--- config.mk ---
export PLATFORM = sky130hd
export DESIGN_NAME = scanout_addr_gen
export DESIGN_NICKNAME = d
export VERILOG_FILES = /design/src/rtl/scan_pkg.sv /design/src/rtl/scan_ctrl.sv /design/src/rtl/scan_datapath.sv /design/src/rtl/scanout_addr_gen.sv
export SDC_FILE = /design/constraint.sdc
export NUM_CORES = 1
export LEC_CHECK = 0
export ABC_AREA = 1
export BUFFER_PORTS_ARGS = -buffer_cell sky130_fd_sc_hd__buf_2
export CORE_MARGIN = 2
export CORE_UTILIZATION = 35
export CTS_BUF_LIST = sky130_fd_sc_hd__clkbuf_4 sky130_fd_sc_hd__clkbuf_8
export CTS_CLUSTER_SIZE = 40
export DETAILED_ROUTE_END_ITERATION = 7
export SYNTH_ARGS = -nofsm -noshare
export SYNTH_HDL_FRONTEND = slang
export SYNTH_SLANG_ARGS = --single-unit
--- constraint.sdc ---
create_clock -name clk -period 1.3 [get_ports clk]
set_input_delay 0 -clock clk [delete_from_list [all_inputs] [get_ports clk]]
set_output_delay 0 -clock clk [all_outputs]
set_load 0.05 [all_outputs]
--- src/rtl/scan_pkg.sv ---
package scan_pkg;
  parameter int BASE_KEEP = 11;
  parameter int ROW_W     = 9;
  parameter int COL_W     = 10;
  parameter int WORD_SH   = 2;
  parameter int ADDR_W    = BASE_KEEP + ROW_W + COL_W + WORD_SH;
  parameter int CHAN_W    = 8;
  parameter int NUM_CHAN  = 3;

  // strobes and operands handed from control to datapath each cycle
  typedef struct packed {
    logic                 issue;
    logic                 enable;
    logic [BASE_KEEP-1:0] baseHi;
    logic [ROW_W-1:0]     rowEff;
    logic [COL_W-1:0]     colEff;
  } scan_strb_t;
endpackage

--- src/rtl/scan_ctrl.sv ---
module scan_ctrl
  import scan_pkg::*;
#(
  parameter int H_ACTIVE = 640,
  parameter int V_ACTIVE = 480
) (
  input  logic        clk,
  input  logic        rstN,
  input  logic        regWrEn,
  input  logic [3:0]  regAddr,
  input  logic [31:0] regWrData,
  output logic [31:0] regRdData,
  input  logic        frameStart,
  input  logic        pixelAdvance,
  output scan_strb_t  strb
);
  localparam logic [COL_W-1:0] COL_LAST = COL_W'(H_ACTIVE - 1);
  localparam logic [ROW_W-1:0] ROW_LAST = ROW_W'(V_ACTIVE - 1);
  localparam int LOW_ZERO = 32 - BASE_KEEP;

  logic [BASE_KEEP-1:0] baseShadow, baseAct;
  logic                 enShadow, rotShadow, enAct, rotAct;
  logic [ROW_W-1:0]     row;
  logic [COL_W-1:0]     col;
  logic                 inFrame;
  logic                 selCtrl;

  assign selCtrl = regAddr[2];

  // software-visible registers
  always_ff @(posedge clk) begin
    if (!rstN) begin
      baseShadow <= '0;
      enShadow   <= 1'b0;
      rotShadow  <= 1'b0;
    end else if (regWrEn) begin
      if (selCtrl) begin
        enShadow  <= regWrData[0];
        rotShadow <= regWrData[1];
      end else begin
        baseShadow <= regWrData[31:LOW_ZERO];
      end
    end
  end

  assign regRdData = selCtrl ? {30'd0, rotShadow, enShadow}
                             : {baseShadow, {LOW_ZERO{1'b0}}};

  // scan copies, refreshed only at frame boundaries
  always_ff @(posedge clk) begin
    if (!rstN) begin
      baseAct <= '0;
      enAct   <= 1'b0;
      rotAct  <= 1'b0;
    end else if (frameStart) begin
      baseAct <= baseShadow;
      enAct   <= enShadow;
      rotAct  <= rotShadow;
    end
  end

  // raster position
  always_ff @(posedge clk) begin
    if (!rstN) begin
      row     <= '0;
      col     <= '0;
      inFrame <= 1'b0;
    end else if (frameStart) begin
      row     <= '0;
      col     <= '0;
      inFrame <= 1'b1;
    end else if (pixelAdvance && inFrame) begin
      if (col == COL_LAST) begin
        col <= '0;
        if (row == ROW_LAST) begin
          row     <= '0;
          inFrame <= 1'b0;
        end else begin
          row <= row + ROW_W'(1);
        end
      end else begin
        col <= col + COL_W'(1);
      end
    end
  end

  always_comb begin
    strb.issue  = pixelAdvance && !frameStart && inFrame && enAct;
    strb.enable = enAct;
    strb.baseHi = baseAct;
    strb.rowEff = rotAct ? (ROW_LAST - row) : row;
    strb.colEff = rotAct ? (COL_LAST - col) : col;
  end

  AST_ACTIVE_HOLD: assert property (@(posedge clk) disable iff (!rstN)
    !frameStart |=> $stable({baseAct, enAct, rotAct}));

  AST_COL_WRAP: assert property (@(posedge clk) disable iff (!rstN)
    (pixelAdvance && !frameStart && inFrame && col == COL_LAST) |=> (col == '0));

  AST_FRAME_RESTART: assert property (@(posedge clk) disable iff (!rstN)
    frameStart |=> (row == '0 && col == '0 && inFrame));

  AST_SCAN_BOUNDS: assert property (@(posedge clk) disable iff (!rstN)
    (row <= ROW_LAST && col <= COL_LAST));
endmodule

--- src/rtl/scan_datapath.sv ---
module scan_datapath
  import scan_pkg::*;
(
  input  logic              clk,
  input  logic              rstN,
  input  scan_strb_t        strb,
  input  logic [31:0]       pixData,
  input  logic              pixDataValid,
  output logic              fetchValid,
  output logic [ADDR_W-1:0] fetchAddr,
  output logic [CHAN_W-1:0] red,
  output logic [CHAN_W-1:0] green,
  output logic [CHAN_W-1:0] blue,
  output logic              blank
);
  localparam int PIX_W = CHAN_W * NUM_CHAN;

  logic [PIX_W-1:0]  pixReg;
  logic [CHAN_W-1:0] chanOut [NUM_CHAN];

  always_ff @(posedge clk) begin
    if (!rstN) begin
      fetchValid <= 1'b0;
      fetchAddr  <= '0;
    end else begin
      fetchValid <= strb.issue;
      if (strb.issue)
        fetchAddr <= {strb.baseHi, strb.rowEff, strb.colEff, {WORD_SH{1'b0}}};
    end
  end

  always_ff @(posedge clk) begin
    if (!rstN)
      pixReg <= '0;
    else if (pixDataValid && strb.enable)
      pixReg <= pixData[PIX_W-1:0];
  end

  // channel 0 = blue (lowest byte), then green, then red
  for (genvar ch = 0; ch < NUM_CHAN; ch++) begin : g_chan
    assign chanOut[ch] = strb.enable ? pixReg[ch*CHAN_W +: CHAN_W] : '0;
  end

  assign blue  = chanOut[0];
  assign green = chanOut[1];
  assign red   = chanOut[2];
  assign blank = !strb.enable;

  AST_FETCH_NEEDS_ENABLE: assert property (@(posedge clk) disable iff (!rstN)
    fetchValid |-> $past(strb.enable));

  AST_RGB_HOLD: assert property (@(posedge clk) disable iff (!rstN)
    !$past(pixDataValid) |-> $stable(pixReg));
endmodule

--- src/rtl/scanout_addr_gen.sv ---
module scanout_addr_gen
  import scan_pkg::*;
#(
  parameter int H_ACTIVE = 640,
  parameter int V_ACTIVE = 480
) (
  input  logic        clk,
  input  logic        rstN,
  input  logic        regWrEn,
  input  logic [3:0]  regAddr,
  input  logic [31:0] regWrData,
  output logic [31:0] regRdData,
  input  logic        frameStart,
  input  logic        pixelAdvance,
  output logic        fetchValid,
  output logic [31:0] fetchAddr,
  input  logic [31:0] pixData,
  input  logic        pixDataValid,
  output logic [7:0]  red,
  output logic [7:0]  green,
  output logic [7:0]  blue,
  output logic        blank
);
  scan_strb_t strb;

  scan_ctrl #(.H_ACTIVE(H_ACTIVE), .V_ACTIVE(V_ACTIVE)) u_ctrl (
    .clk(clk), .rstN(rstN), .regWrEn(regWrEn), .regAddr(regAddr),
    .regWrData(regWrData), .regRdData(regRdData), .frameStart(frameStart),
    .pixelAdvance(pixelAdvance), .strb(strb)
  );

  scan_datapath u_dp (
    .clk(clk), .rstN(rstN), .strb(strb), .pixData(pixData),
    .pixDataValid(pixDataValid), .fetchValid(fetchValid), .fetchAddr(fetchAddr),
    .red(red), .green(green), .blue(blue), .blank(blank)
  );
endmodule

==> impl_results.md <==
* Status: finished, violations left
* Failing checks: setup timing
* Power share of the clock group at 0.327
* Yosys top cell area share at 0.451
* Peak VDD IR at ~0.0006 V
* Critical path, cell by cell: inv_2 > ha_4 > nand2_2 > nor2_4 > nand2_4 > nor2_4 > nand2_2 > nand2_1 > nand2_1 > nor2_2
* Yosys warning total at 0
* RSZ-0062 raised after global routing: true
* Synth Cell Area at about 0.0045 sq mm
* Sequential share of power at 0.546
* Hold Path Stages at 4
* Clock latency on the worst-skew pair at between 0.3 and 0.4 ns
* Min-Delay Startpoint: frameStart
* WHS Endpoint: u_ctrl.col[7]$_SDFFE_PP0P_
* Flip-flop and latch count after synthesis at 101
* Commonest cells after routing, fill and taps aside: 109 x nor2_1, 91 x dfxtp_1, 88 x buf_2
* Final GP Congestion at approximately 0.86
* CTS tree: done
* Layout area overhead at 39.1%
* Cell Int Power at between 4 and 5 mW
* Global-route wire length before repair at roughly 18000 um
* Iter 0 DRT Violations at approximately 190
* Critical R2R Capture: u_ctrl.row[5]$_SDFFE_PP0P_
* Nature of the critical path startpoint: flip-flop
* Total net switching power at 1.69 mW
* Total grt overflow at 0
* Critical path endpoint category: flip-flop
* Routed WL at about 12000 um
* Gr usage total at 0.168
* CP required at 1.62 ns
* Combinational Power Share at 0.128
* DIE AREA at approximately 0.014 sq mm
* CP max-delay cell: dfxtp_2
* Seq/Total Area, Yosys at 0.451
* Multi-input gate area in the final layout at a little over 0.002 sq mm
* Final setup vio count at 2
* Worst-margin pin slew at ~0.54 ns
* CTS H-Tree Depth at 3
* Layout cell share with drive strength beyond 1 at 0.298
* Max cap viols at 0
* Synth area leaders: dfxtp_1 45%, nor2_1 9.5%, o21ai_0 9.2%
* Total core area at between 0.01 and 0.015 sq mm
* Worst-path fanout max at 7
* Reg-to-reg slack, setup at -0.008 ns
* Final #Nets at 870
* Setup ws final at -0.00785 ns
* Initial antenna violation count at 0
* Cts bufs inserted at 9
* IO Port Bufs at ~110
* R2R depth at 10
* Power consumption at slightly below 6 mW
* Max Clk Rate at 765 MHz
* Final Cell Area at between 0.006 and 0.007 sq mm
* Worst-path clk slew at 0.11 ns
* Critical path class: flip-flop to flip-flop
* Post-route ant nets at 0
* Final min period at 1.31 ns
* FILL cells at between 1k and 1.5k
* Skew final at 0.0142 ns
* Router iterations before antenna repair at 4
* Hold Path Class: input pin to flip-flop
* # rows at 41
* Util after Layout at 0.496
* Max-slew violations at 0
* HPWL after DPL at between 8000 and 9000 um
* DR vias/cell at around 4.5
* Fin. Hold Viols at 0
* Commonest non-fill, non-tap cell in the layout: nor2_1
* Final worst path period share at 1.01
* WL per Instance at 12.2 um
* Final Hold Slack at between 0.01 and 0.015 ns
* Post-synthesis average cell area at about 7.4 sq um
* Vias at around 4.3k
* Reg2Reg Launch Point: u_ctrl.col[7]$_SDFFE_PP0P_
* Netlist cell types at 29
* Pwr Density at between 900 and 1000 mW/mm^2
* Worst path arrival time at ~1.6 ns
* Critical Path Max Stage Delay at 0.34 ns
* Placed Area at about 0.0054 sq mm
* Leakage at 2.95 nW
* Largest net degree at the start of global routing at between 50 and 60
* Sw Ratio at 0.288
* Die H at between 100 and 150 um
* Clock root buffer master: clkbuf_8
* Cells after Synth at slightly above 600
* Area leader, netlist: dfxtp_1
* # DRC at 0
* # IOs at approximately 160
* CTS sink cnt at between 100 and 150
* DIE WIDTH at about 120 um
* Initial core utilization at 0.357
* # diodes at 0
* Vias in the first global route at slightly above 4k
* Sequential Area at 0.00204 sq mm
* Clock buffer depth at 2
* Worst slew margin at 0.641
[synth_stat cells]
| cell type | n |
|---|---|
| nor2_1 | 114 |
| dfxtp_1 | 101 |
| o21ai_0 | 82 |
| inv_1 | 68 |
| nand2_1 | 68 |
| a21oi_1 | 51 |
| buf_4 | 23 |
| clkbuf_1 | 16 |
| xnor2_1 | 13 |
| nand3_1 | 11 |
| buf_2 | 9 |
| xor2_1 | 8 |
| ha_1 | 7 |
| nor2_4 | 6 |
| inv_2 | 5 |
| nor3_1 | 5 |
| nand2_2 | 4 |
| nor2_2 | 3 |
| a21oi_2 | 1 |
| buf_1 | 1 |
| buf_6 | 1 |
| conb_1 | 1 |
| nand2_4 | 1 |
| nand3_4 | 1 |
| nand3b_1 | 1 |
| nand4_1 | 1 |
| nor3b_2 | 1 |
| o221ai_1 | 1 |
| or2_2 | 1 |
[per-layer routing]
metal / vias up / GRT usage / wire, um
met5: - / 0 / 0
met4: 0 / 0.0627 / 199
met3: 14 / 0.0371 / 662
met2: 109 / 0.303 / 5840
met1: 1971 / 0.194 / 5130
li1: 2221 / - / -
[critical path, delay by kind of cell, from the launching register on]
family        cells  cell delay [ns]
buf+inv           1             0.07
flops             1             0.34
fa+ha+maj         1             0.13
simple gates      8             0.71
[power groups by stage]
stage	Combinational, mW	Clock [mW]	Sequential (mW)
6_report	0.748	1.92	3.20
4_1_cts	0.739	1.98	3.20
2_1_floorplan	0.500	0	3.29
5_1_grt	0.816	2.12	3.21
3_5_place_dp	0.643	0	3.28
3_3_place_gp	0.639	0	3.27
[how the worst max path moves through the flow]
stage | end | start | slack [ns] | depth (start not counted)
4_1_cts | u_ctrl.row[3]$_SDFFE_PP0P_ | u_ctrl.col[1]$_SDFFE_PP0P_ | -0.04 | 7
2_1_floorplan | u_ctrl.row[3]$_SDFFE_PP0P_ | u_ctrl.col[7]$_SDFFE_PP0P_ | -0.004 | 8
6_report | u_ctrl.row[5]$_SDFFE_PP0P_ | u_ctrl.col[7]$_SDFFE_PP0P_ | -0.008 | 10
5_1_grt | u_ctrl.row[5]$_SDFFE_PP0P_ | u_ctrl.row[0]$_SDFFE_PP0P_ | -0.12 | 9
3_5_place_dp | u_ctrl.row[0]$_SDFFE_PP0P_ | u_ctrl.col[1]$_SDFFE_PP0P_ | -0.06 | 8
3_3_place_gp | u_ctrl.row[3]$_SDFFE_PP0P_ | u_ctrl.col[7]$_SDFFE_PP0P_ | -0.02 | 9
[sequential cells by signal, indices dropped and copies added (netlist names), 9 cells and up]
signal,flops
u_ctrl.baseAct,11
u_ctrl.baseShadow,11
u_ctrl.col,10
u_ctrl.row,9
u_dp.fetchAddr,30
u_dp.pixReg,24
[stage by stage]
stage | setup WS [ns] | cells | TNS, ns
2_1_floorplan | -0.00433 | 625 | -0.00433
3_3_place_gp | -0.0158 | 902 | -0.0348
3_5_place_dp | -0.0561 | 902 | -0.177
4_1_cts | -0.0399 | 957 | -0.106
5_1_grt | -0.124 | 966 | -1.04
6_report | -0.00785 | 966 | -0.0145
[cells by family (layout without fill, tap and decap cells)]
group	Yosys count	count (layout)	share of synthesized area
AND/OR/NAND/NOR	217	217	0.209
AO/OA/AOI/OAI	135	135	0.152
buffers and inverters	123	292	0.126
flip-flops	101	101	0.451
XOR/XNOR	21	21	0.0410
adder cells (fa/ha/maj)	7	7	0.0195
other	1	21	0.000836
[area by class of cell]
class,count,area share
Clock buffer,10,0.0211
Clock inverter,6,0.00843
Inverter,73,0.0447
Multi-Input combinational cell,401,0.330
Sequential cell,101,0.327
Tap cell,172,0.0345
Timing Repair Buffer,203,0.234
[timing repair]
item / CTS / global route
hold buffers: 38 / 0
resized for setup: 38 / 27
cloned: 0 / 1
buffers inserted: 1 / 8
hold endpoints to repair: 40 / 0
setup endpoints to repair: 47 / 69
pin swaps: 11 / 11
No activity file was read; power rests on OpenSTA's default activity.
